## config.mk

```make
export PLATFORM = sky130hd
export DESIGN_NAME = lcd_scan_gen
export DESIGN_NICKNAME = d
export VERILOG_FILES = /design/src/rtl/lcd_scan_pkg.sv /design/src/rtl/lcd_cfg_hold.sv /design/src/rtl/lcd_pix_shifter.sv /design/src/rtl/lcd_scan_ctr.sv /design/src/rtl/lcd_scan_gen.sv
export SDC_FILE = /design/constraint.sdc
export NUM_CORES = 1
export LEC_CHECK = 0
export BUFFER_PORTS_ARGS = -buffer_cell sky130_fd_sc_hd__buf_2
export CAP_MARGIN = 15
export CORE_AREA = 2 2 121 123
export CTS_CLUSTER_DIAMETER = 150
export CTS_CLUSTER_SIZE = 16
export DETAILED_ROUTE_END_ITERATION = 8
export DIE_AREA = 0 0 123 125
export GPL_ROUTABILITY_DRIVEN = 0
export PLACE_DENSITY_LB_ADDON = 0.08
export SLEW_MARGIN = 20
export SYNTH_ARGS = -nofsm -noshare
export SYNTH_HDL_FRONTEND = slang
export SYNTH_SLANG_ARGS = --single-unit
```

## constraint.sdc

```tcl
create_clock -name clk -period 2.6 [get_ports clk]
set_input_delay 0.13 -clock clk [delete_from_list [all_inputs] [get_ports clk]]
set_output_delay 0.13 -clock clk [all_outputs]
set_load 0.005 [all_outputs]
```

## src/rtl/lcd_scan_pkg.sv

```systemverilog
package lcd_scan_pkg;
  localparam int BYTE_W = 8;
  localparam int NUM_WIDTHS = 4;

  typedef enum logic [1:0] {
    ST_OFF,
    ST_LOAD,
    ST_SHIFT,
    ST_LATCH
  } scan_st_e;

  typedef struct packed {
    logic [1:0] wsel;
    logic       pclk_fall;
    logic       latch_high;
  } lcd_mode_t;
endpackage

```

## src/rtl/lcd_cfg_hold.sv

```systemverilog
module lcd_cfg_hold
  import lcd_scan_pkg::*;
#(
  parameter int BC_W = 8,
  parameter int LC_W = 10
) (
  input  logic            clk,
  input  logic            rst_n,
  input  logic            capture,
  input  lcd_mode_t       mode_in,
  input  logic [BC_W-1:0] bytes_in,
  input  logic [LC_W-1:0] lines_in,
  output lcd_mode_t       mode_q,
  output logic [BC_W-1:0] last_byte_q,
  output logic [LC_W-1:0] last_line_q
);
  // a zero count behaves as a count of one
  logic [BC_W-1:0] last_byte_d;
  logic [LC_W-1:0] last_line_d;

  always_comb begin
    last_byte_d = (bytes_in == '0) ? '0 : bytes_in - BC_W'(1);
    last_line_d = (lines_in == '0) ? '0 : lines_in - LC_W'(1);
  end

  always_ff @(posedge clk or negedge rst_n) begin
    if (!rst_n) begin
      mode_q      <= '0;
      last_byte_q <= '0;
      last_line_q <= '0;
    end else if (capture) begin
      mode_q      <= mode_in;
      last_byte_q <= last_byte_d;
      last_line_q <= last_line_d;
    end
  end
endmodule

```

## src/rtl/lcd_pix_shifter.sv

```systemverilog
module lcd_pix_shifter
  import lcd_scan_pkg::*;
(
  input  logic              clk,
  input  logic              rst_n,
  input  logic              load,
  input  logic [BYTE_W-1:0] data,
  input  logic              run,
  input  logic [1:0]        wsel,
  output logic [BYTE_W-1:0] pix,
  output logic              strobe,
  output logic              byte_done
);
  logic [BYTE_W-1:0] sh_q;
  logic [2:0]        tr_q;
  logic              ph_q;
  logic [3:0]        per_byte;
  logic [2:0]        last_tr;
  logic [3:0]        step;
  logic [BYTE_W-1:0] opt [NUM_WIDTHS];

  always_comb begin
    per_byte = 4'd8 >> wsel;
    last_tr  = 3'(per_byte - 4'd1);
    step     = 4'd1 << wsel;
  end

  assign strobe    = run & ph_q;
  assign byte_done = run & ph_q & (tr_q == last_tr);

  // one candidate slice per bus width, most significant bits first
  generate
    for (genvar k = 0; k < NUM_WIDTHS; k++) begin : g_width
      localparam int N = 1 << k;
      assign opt[k] = BYTE_W'(sh_q[BYTE_W-1 -: N]);
    end
  endgenerate

  assign pix = run ? opt[wsel] : '0;

  always_ff @(posedge clk or negedge rst_n) begin
    if (!rst_n) begin
      sh_q <= '0;
      tr_q <= '0;
      ph_q <= 1'b0;
    end else if (load) begin
      sh_q <= data;
      tr_q <= '0;
      ph_q <= 1'b0;
    end else if (run) begin
      if (!ph_q) begin
        ph_q <= 1'b1;
      end else begin
        ph_q <= 1'b0;
        sh_q <= sh_q << step;
        tr_q <= byte_done ? 3'd0 : tr_q + 3'd1;
      end
    end
  end
endmodule

```

## src/rtl/lcd_scan_ctr.sv

```systemverilog
module lcd_scan_ctr #(
  parameter int BC_W = 8,
  parameter int LC_W = 10
) (
  input  logic            clk,
  input  logic            rst_n,
  input  logic            clear,
  input  logic            byte_done,
  input  logic            latch_step,
  input  logic [BC_W-1:0] last_byte,
  input  logic [LC_W-1:0] last_line,
  output logic            line_end,
  output logic            line0,
  output logic            acpol
);
  logic [BC_W-1:0] bc_q;
  logic [LC_W-1:0] lc_q;
  logic            ac_q;

  assign line_end = byte_done & (bc_q == last_byte);
  assign line0    = (lc_q == '0);
  assign acpol    = ac_q;

  always_ff @(posedge clk or negedge rst_n) begin
    if (!rst_n) begin
      bc_q <= '0;
      lc_q <= '0;
      ac_q <= 1'b0;
    end else if (clear) begin
      bc_q <= '0;
      lc_q <= '0;
      ac_q <= 1'b0;
    end else begin
      if (byte_done) bc_q <= line_end ? '0 : bc_q + BC_W'(1);
      if (latch_step) begin
        if (lc_q == last_line) begin
          lc_q <= '0;
          ac_q <= ~ac_q;
        end else begin
          lc_q <= lc_q + LC_W'(1);
        end
      end
    end
  end
endmodule

```

## src/rtl/lcd_scan_gen.sv

```systemverilog
module lcd_scan_gen
  import lcd_scan_pkg::*;
#(
  parameter int BC_W = 8,
  parameter int LC_W = 10
) (
  input  logic              clk,
  input  logic              rst_n,
  input  logic              cfg_en,
  input  logic [1:0]        cfg_wsel,
  input  logic              cfg_pclk_fall,
  input  logic              cfg_latch_high,
  input  logic [BC_W-1:0]   cfg_line_bytes,
  input  logic [LC_W-1:0]   cfg_frame_lines,
  input  logic              s_valid,
  output logic              s_ready,
  input  logic [BYTE_W-1:0] s_data,
  output logic [BYTE_W-1:0] lcd_pix,
  output logic              lcd_pclk,
  output logic              lcd_latch,
  output logic              lcd_fsync,
  output logic              lcd_acpol,
  output logic              lcd_disp
);
  scan_st_e          st_q;
  lcd_mode_t         mode_in, mode_q;
  logic [BC_W-1:0]   last_byte;
  logic [LC_W-1:0]   last_line;
  logic [BYTE_W-1:0] pix_w;
  logic              strobe, byte_done, line_end, line0, acpol;
  logic              on, in_shift, in_latch;
  logic              lat_hi_w, pclk_fall_w;

  assign mode_in  = '{wsel: cfg_wsel, pclk_fall: cfg_pclk_fall, latch_high: cfg_latch_high};
  assign on       = (st_q != ST_OFF);
  assign in_shift = (st_q == ST_SHIFT);
  assign in_latch = (st_q == ST_LATCH);
  assign lat_hi_w    = mode_q.latch_high;
  assign pclk_fall_w = mode_q.pclk_fall;

  lcd_cfg_hold #(.BC_W(BC_W), .LC_W(LC_W)) u_cfg (
    .clk(clk), .rst_n(rst_n), .capture(st_q == ST_OFF),
    .mode_in(mode_in), .bytes_in(cfg_line_bytes), .lines_in(cfg_frame_lines),
    .mode_q(mode_q), .last_byte_q(last_byte), .last_line_q(last_line)
  );

  lcd_pix_shifter u_shift (
    .clk(clk), .rst_n(rst_n), .load(s_ready & s_valid), .data(s_data),
    .run(in_shift), .wsel(mode_q.wsel), .pix(pix_w), .strobe(strobe),
    .byte_done(byte_done)
  );

  lcd_scan_ctr #(.BC_W(BC_W), .LC_W(LC_W)) u_ctr (
    .clk(clk), .rst_n(rst_n), .clear(!cfg_en || !on), .byte_done(byte_done),
    .latch_step(in_latch), .last_byte(last_byte), .last_line(last_line),
    .line_end(line_end), .line0(line0), .acpol(acpol)
  );

  always_ff @(posedge clk or negedge rst_n) begin
    if (!rst_n) begin
      st_q <= ST_OFF;
    end else if (!cfg_en) begin
      st_q <= ST_OFF;
    end else begin
      case (st_q)
        ST_OFF:   st_q <= ST_LOAD;
        ST_LOAD:  if (s_valid) st_q <= ST_SHIFT;
        ST_SHIFT: begin
          if (line_end)       st_q <= ST_LATCH;
          else if (byte_done) st_q <= ST_LOAD;
        end
        ST_LATCH: st_q <= ST_LOAD;
        default:  st_q <= ST_OFF;
      endcase
    end
  end

  assign s_ready   = (st_q == ST_LOAD);
  assign lcd_pix   = pix_w;
  assign lcd_pclk  = on & (mode_q.pclk_fall ^ strobe);
  assign lcd_latch = on & ~(mode_q.latch_high ^ in_latch);
  assign lcd_fsync = on & line0;
  assign lcd_acpol = on & acpol;
  assign lcd_disp  = on;
endmodule

```

### Word level (Yosys, flattened, before mapping)

Index checks and enable logic that the tools add are counted.

* word-level logic and storage cells: 90
* bits in registers: 55
* input port bits: 34
* output and inout port bits: 14

* muxes and demuxes: 30
* $add $sub $neg: 6
* order comparisons: 1
* bitwise operators: 13
* shift operators: 3
* equal/unequal tests: 8
* reduce and logical (&&, ||, !) cells: 17

Operator list (count)
* $mux W8: 10
* $mux W10: 4
* $logic_not A10 Y1: 2
* $bmux W8 S2: 1
* $mux W3: 4
* $reduce_bool A2 Y1: 6
* $add A10 B1 Y10 const B: 1
* $eq A10 B10 Y1: 1
* $sub A10 B1 Y10 const B: 1
* $add A8 B1 Y8 const B: 1
* $and A1 B1 Y1: 8
* $eq A8 B8 Y1: 1
* $logic_not A8 Y1: 1
* $mux W2: 4
* $shl A8 B4 Y8: 1
* $sub A8 B1 Y8 const B: 1
* $mux W1: 6
* $pmux W2 S3: 1
* $reduce_and A2 Y1: 3
* $eq A2 B2 Y1 const B: 2
* $ne A4 B2 Y1 const B: 1
* $shl A1 B2 Y4 const A: 1
* $shr A4 B2 Y3 const A: 1
* $add A3 B1 Y3 const B: 1
* other kinds (12): 15

### Depth between registers and ports, before layout

* word-level depth: 8
* mapped depth: 9
* mapped depth without buffers: 7

### Cells and area by module

A second synthesis with hierarchy kept.

* cell total of the unflattened synthesis: 384
* area total of the unflattened synthesis: 3595.9 sq um

By module, submodules not included
* lcd_scan_ctr: seq. area each 475.5 sq um, cells an instance 130, area an instance 1211.2 sq um, times used 1
* lcd_cfg_hold: seq. area each 550.5 sq um, cells an instance 115, area an instance 1152.4 sq um, times used 1
* lcd_pix_shifter: seq. area each 300.3 sq um, cells an instance 115, area an instance 1057.3 sq um, times used 1
* lcd_scan_gen: seq. area each 50.0 sq um, cells an instance 24, area an instance 175.2 sq um, times used 1

### Worst setup path after synthesis

No wires, ideal clock.

* path type: register -> register
* start point: register st_q[0]
* end point: register u_ctr.lc_q[7]
* cell stages (with the launch flop): 9
* setup time: 123 ps
* data required time: 2477 ps
* clock period less this slack: 1840 ps
* arrival time: 1717 ps
* buffers on the path: 1
* path slack: 760 ps
* cell sequence: dfrtp_1 inv_1 ha_1 buf_4 nor3b_1 nor3_1 and3_1 xnor2_1 nor2_1

* word-level cells in the longest chain between the ends: 4
* elaborated cells between the ends (all ways): 6
* those cells by class: 1 x eq/ne; 1 x mux; 4 x reduce/logical

Ends and longest elaborated chain
* start, declared: line lcd_scan_gen.sv:25 `scan_st_e st_q;`
* start signal, assigned: line lcd_scan_gen.sv:61 `st_q <= ST_OFF;`
* start signal, assigned: line lcd_scan_gen.sv:63 `st_q <= ST_OFF;`
* start signal, assigned: line lcd_scan_gen.sv:66 `ST_OFF: st_q <= ST_LOAD;`
* $reduce_bool A2 Y1: line lcd_scan_gen.sv:35 `assign on = (st_q != ST_OFF);`
* $logic_not A1 Y1: line lcd_scan_gen.sv:54 `.clk(clk), .rst_n(rst_n), .clear(!cfg_en || !on), .byte_done(byte_done),`
* $logic_or A1 B1 Y1: line lcd_scan_gen.sv:54
* $mux W10 or $reduce_bool A2 Y1 (tied branches)
* end signal, assigned: line lcd_scan_ctr.sv:40 `lc_q <= lc_q + LC_W'(1);`
* end, declared: line lcd_scan_ctr.sv:17 `logic [LC_W-1:0] lc_q;`

Parallel ways exist; a longest one is shown, timed or not.
A chain may end at the register's enable or synchronous reset.

### Final worst setup path

* start point: register u_ctr.lc_q[0]
* end point: output port lcd_fsync

* word-level cells in the longest chain between the ends: 2

Ends and longest elaborated chain
* $logic_not A10 Y1: line lcd_scan_ctr.sv:21 `assign line0 = (lc_q == '0);`
* $and A1 B1 Y1: line lcd_scan_gen.sv:82 `assign lcd_fsync = on & line0;`
* end, declared: line lcd_scan_gen.sv:21 `output logic lcd_fsync,`

Every way passes these cells.

==> flow_metrics.py <==
metrics = {
    "routing": {
        "avgViaCountPerCell": 4.678,
        "drt_wl_total_microns": 8904,
        "drcViolationCount": 0,
        "wl_per_cell_microns": 14.91,
        "firstDrtPassIters": 4,
        "vias": 2793,
        "final_antenna_net_count": 0,
        "drt_iter0_markers": 128,
    },
    "critical_path": {
        "critPathMaxStageDelay_ns": 0.59,
        "crit_slowest_cell": "or4b_2",
        "crit_start": "u_ctr.lc_q[0]",
        "worst-r2r-setup-slack_ns": 0.46,
        "path_depth": 5,
        "worstSetupEndpoint": "lcd_fsync",
        "end_kind": "output pin",
        "path_cells": "inv_1, ha_1, or4b_2, nor4_1, buf_2",
        "worst_setup_path_start_kind": "register",
        "critical_path_class": "reg -> out",
        "worstPathRequired_ns": 2.47,
        "r2r-end": "u_ctr.bc_q[6]",
        "critPathArrivalTime_ns": 2.04,
        "path_max_fanout": 6,
        "ff2ff_path_depth": 7,
        "path_buf_inv": 2,
        "critPathTopFamily": "simple AND/OR/NAND/NOR gates",
        "reg2reg_from": "st_q[1]",
    },
    "global_routing": {
        "grt_pass1_vias": 2740,
        "grt_antenna_before_repair": 0,
        "grt_overflow": 0,
        "grt_max_degree": 43,
        "grt_pass1_wl_microns": 14540,
        "track_usage_pct": 12.09,
    },
    "clock_tree": {
        "htreeDepth": 2,
        "cts.sinks": 55,
        "ctsResizeCount": 0,
        "cts_tree": "done",
        "numCtsBuffers": 5,
        "path_clk_slew_ns": 0.07,
        "cts-root-buf": "clkbuf_16",
        "clkLatencyLatePin_ns": 0.30,
        "cts_buffer_depth": 2,
    },
    "yosys": {
        "synthTopCellsByArea": "dfrtp_1 40%, xnor2_1 6.1%, ha_1 4.3%",
        "synthSimpleGateAreaFrac_pct": 21.80,
        "netlist_area_sq_um": 3467,
        "syn_avg_cell_area_sq_um": 9.578,
        "ys_seq_area_share_pct": 39.70,
        "synth_compound_area_share_pct": 15.08,
        "synth-xor-area-share_pct": 10.10,
        "async_flop_share_pct": 100.0,
        "synth_top_area_cell": "dfrtp_1",
        "synth-adder-area-share_pct": 4.331,
        "synth_edf_count": 0,
        "ys_warn_count": 0,
        "synth_seq_cells": 55,
        "syn_nets": 408,
        "synth_ff_type": "dfrtp_1",
        "synth_top_cell_area_share_pct": 39.70,
        "synthMuxAreaShare_pct": 5.125,
        "synth_cell_type_count": 61,
        "synth_top_family_by_area": "simple AND/OR/NAND/NOR gates",
        "synth_cells": 362,
    },
    "sta": {
        "fmax_mhz": 460.5,
        "timing.final.crit_share_pct": 83.51,
        "tightest_slew_ns": 0.6050,
        "setup_viol_count_final": 0,
        "setup_tns_ns": 0,
        "setup_ws_ns": 0.4286,
        "skew_ns": 0.005927,
        "hold_viol_final": 0,
        "drv_slew": 0,
        "fin_hold_ws_ns": 0.01606,
        "finalWorstPathRequiredPeriod_ns": 2.171,
        "slew_headroom_pct": 59.64,
        "rsz0062_at_grt": "no",
    },
    "floorplanning": {
        "die_h_microns": 125,
        "rows": 44,
        "initial_utilization_pct": 24.41,
        "die-width_microns": 123,
        "die_area_sq_um": 15380,
        "io_pins": 48,
        "core_area_sq_um": 14200,
    },
    "finish": {
        "regArea_sq_um": 1376,
        "antenna_cells": 0,
        "syn2layout_area_growth_pct": 18.95,
        "n_fill_cell": 1543,
        "nets": 458,
        "multi_input_area_sq_um": 1957,
        "drive_above_1_share_pct": 20.34,
        "final_cell_area_sq_um": 4124,
        "post-route-util_pct": 29.03,
        "instances_no_fill": 597,
    },
    "worst_hold_path": {
        "hold_class": "in -> reg",
        "min_from": "s_data[0]",
    },
    "power": {
        "p_leak_nw": 1.732,
        "ir_drop_uv": 290.2,
        "power.density_nw_per_um2": 922.8,
        "finalPower_mw": 3.806,
    },
    "placed_design": {
        "portBuffers": 47,
        "hpwl_microns": 6652,
        "dp_slack_ns": 0.4603,
        "post_dp_cell_area_sq_um": 3923,
        "post-place-cells": 588,
    },
    "outcome": {
        "status": "finished, final reports clean",
    },
    "job": {
        "maxCapViolations": 0,
    },
}
[kinds of logic (layout without fill, tap and decap cells)]
| logic type | Yosys count | after routing |
|---|---|---|
| fa+ha+maj | 12 | 12 |
| simple gates | 143 | 143 |
| compound gates | 69 | 69 |
| buf+inv | 27 | 78 |
| mux | 16 | 16 |
| xor+xnor | 40 | 40 |
| flops | 55 | 55 |
[repair_timing]
item | CTS | global route
hold buffers | 0 | 1
setup buffers | 0 | 0
hold endpoints to repair | 0 | 40
[final cells by class]
class	count	area share (%)
Inverter	11	1.001
Clock buffer	6	3.125
Tap cell	184	5.583
Clock inverter	2	1.456
Sequential cell	55	33.37
Multi-Input combinational cell	280	47.45
Timing Repair Buffer	59	8.010
[synth_stat cells, drive strengths merged (4+ instances only)]
cell,number
o211ai,7
nor2,31
o2bb2ai,16
nand2b,6
nand3,15
nor4,7
inv,11
xnor2,24
o21ai,12
nor2b,4
nor3b,4
a32oi,4
xor2,16
ha,12
and2,7
nand3b,5
nor3,8
o31ai,4
mux2,4
dfrtp,55
nand2,33
nand4,7
buf,10
mux2i,11
a21oi,11
clkbuf,6
[cells in the final DEF (no fill, tap or decap), types with 7 or more instances in the layout]
master,synthesis,layout
dfrtp_1,55,55
inv_1,10,10
nand3_1,14,14
buf_4,2,12
a21oi_1,11,11
buf_2,6,46
ha_1,12,12
nor2_1,31,31
mux2i_1,11,11
xnor2_1,24,24
nand4_1,7,7
o2bb2ai_1,16,16
xor2_1,16,16
o21ai_0,12,12
nor3_1,8,8
nand2_1,33,33
[power breakdown]
part | total, mW | internal (mW) | switching [mW]
logic | 1.50 | 0.692 | 0.813
registers | 1.41 | 1.13 | 0.288
clock network | 0.886 | 0.554 | 0.332
total | 3.81 | 2.37 | 1.43
[metal layers]
metal	track usage, %	part of all wire, %	vias up
met1	16.72	49	1345
met2	18.62	46	43
met4	4.345	1.4	0
met5	0	0	-
met3	2.464	3.8	8
li1	-	-	1397
[worst min path at each step]
stage | endpoint | slack [ns] | depth (start not counted)
finish | u_shift.sh_q[0] | 0.02 | 3
global route | u_shift.sh_q[0] | 0.02 | 3
CTS | u_shift.sh_q[0] | 0.006 | 3
detailed placement | u_shift.sh_q[0] | 0.33 | 3
global placement | u_shift.sh_q[0] | 0.33 | 3
floorplan | st_q[0] | -0.17 | 0
[sequential cells by signal (all words and copies together), names as in the netlist]
name,count
u_ctr.acpol,1
u_shift.tr_q,3
st_q,2
u_shift.sh_q,8
u_ctr.bc_q,8
u_shift.ph_q,1
u_ctr.lc_q,10
u_cfg.last_line_q,10
u_cfg.mode_q,4
u_cfg.last_byte_q,8
[worst register-to-register path, delay by kind of cell (launching register included)]
family | cells | cell delay, ns
DFF | 1 | 0.42
buffers and inverters | 3 | 0.39
AOI/OAI and AO/OA | 1 | 0.19
adders and majority gates | 1 | 0.29
and+or+nand+nor | 2 | 0.75
No activity file was read; power rests on OpenSTA's default activity.
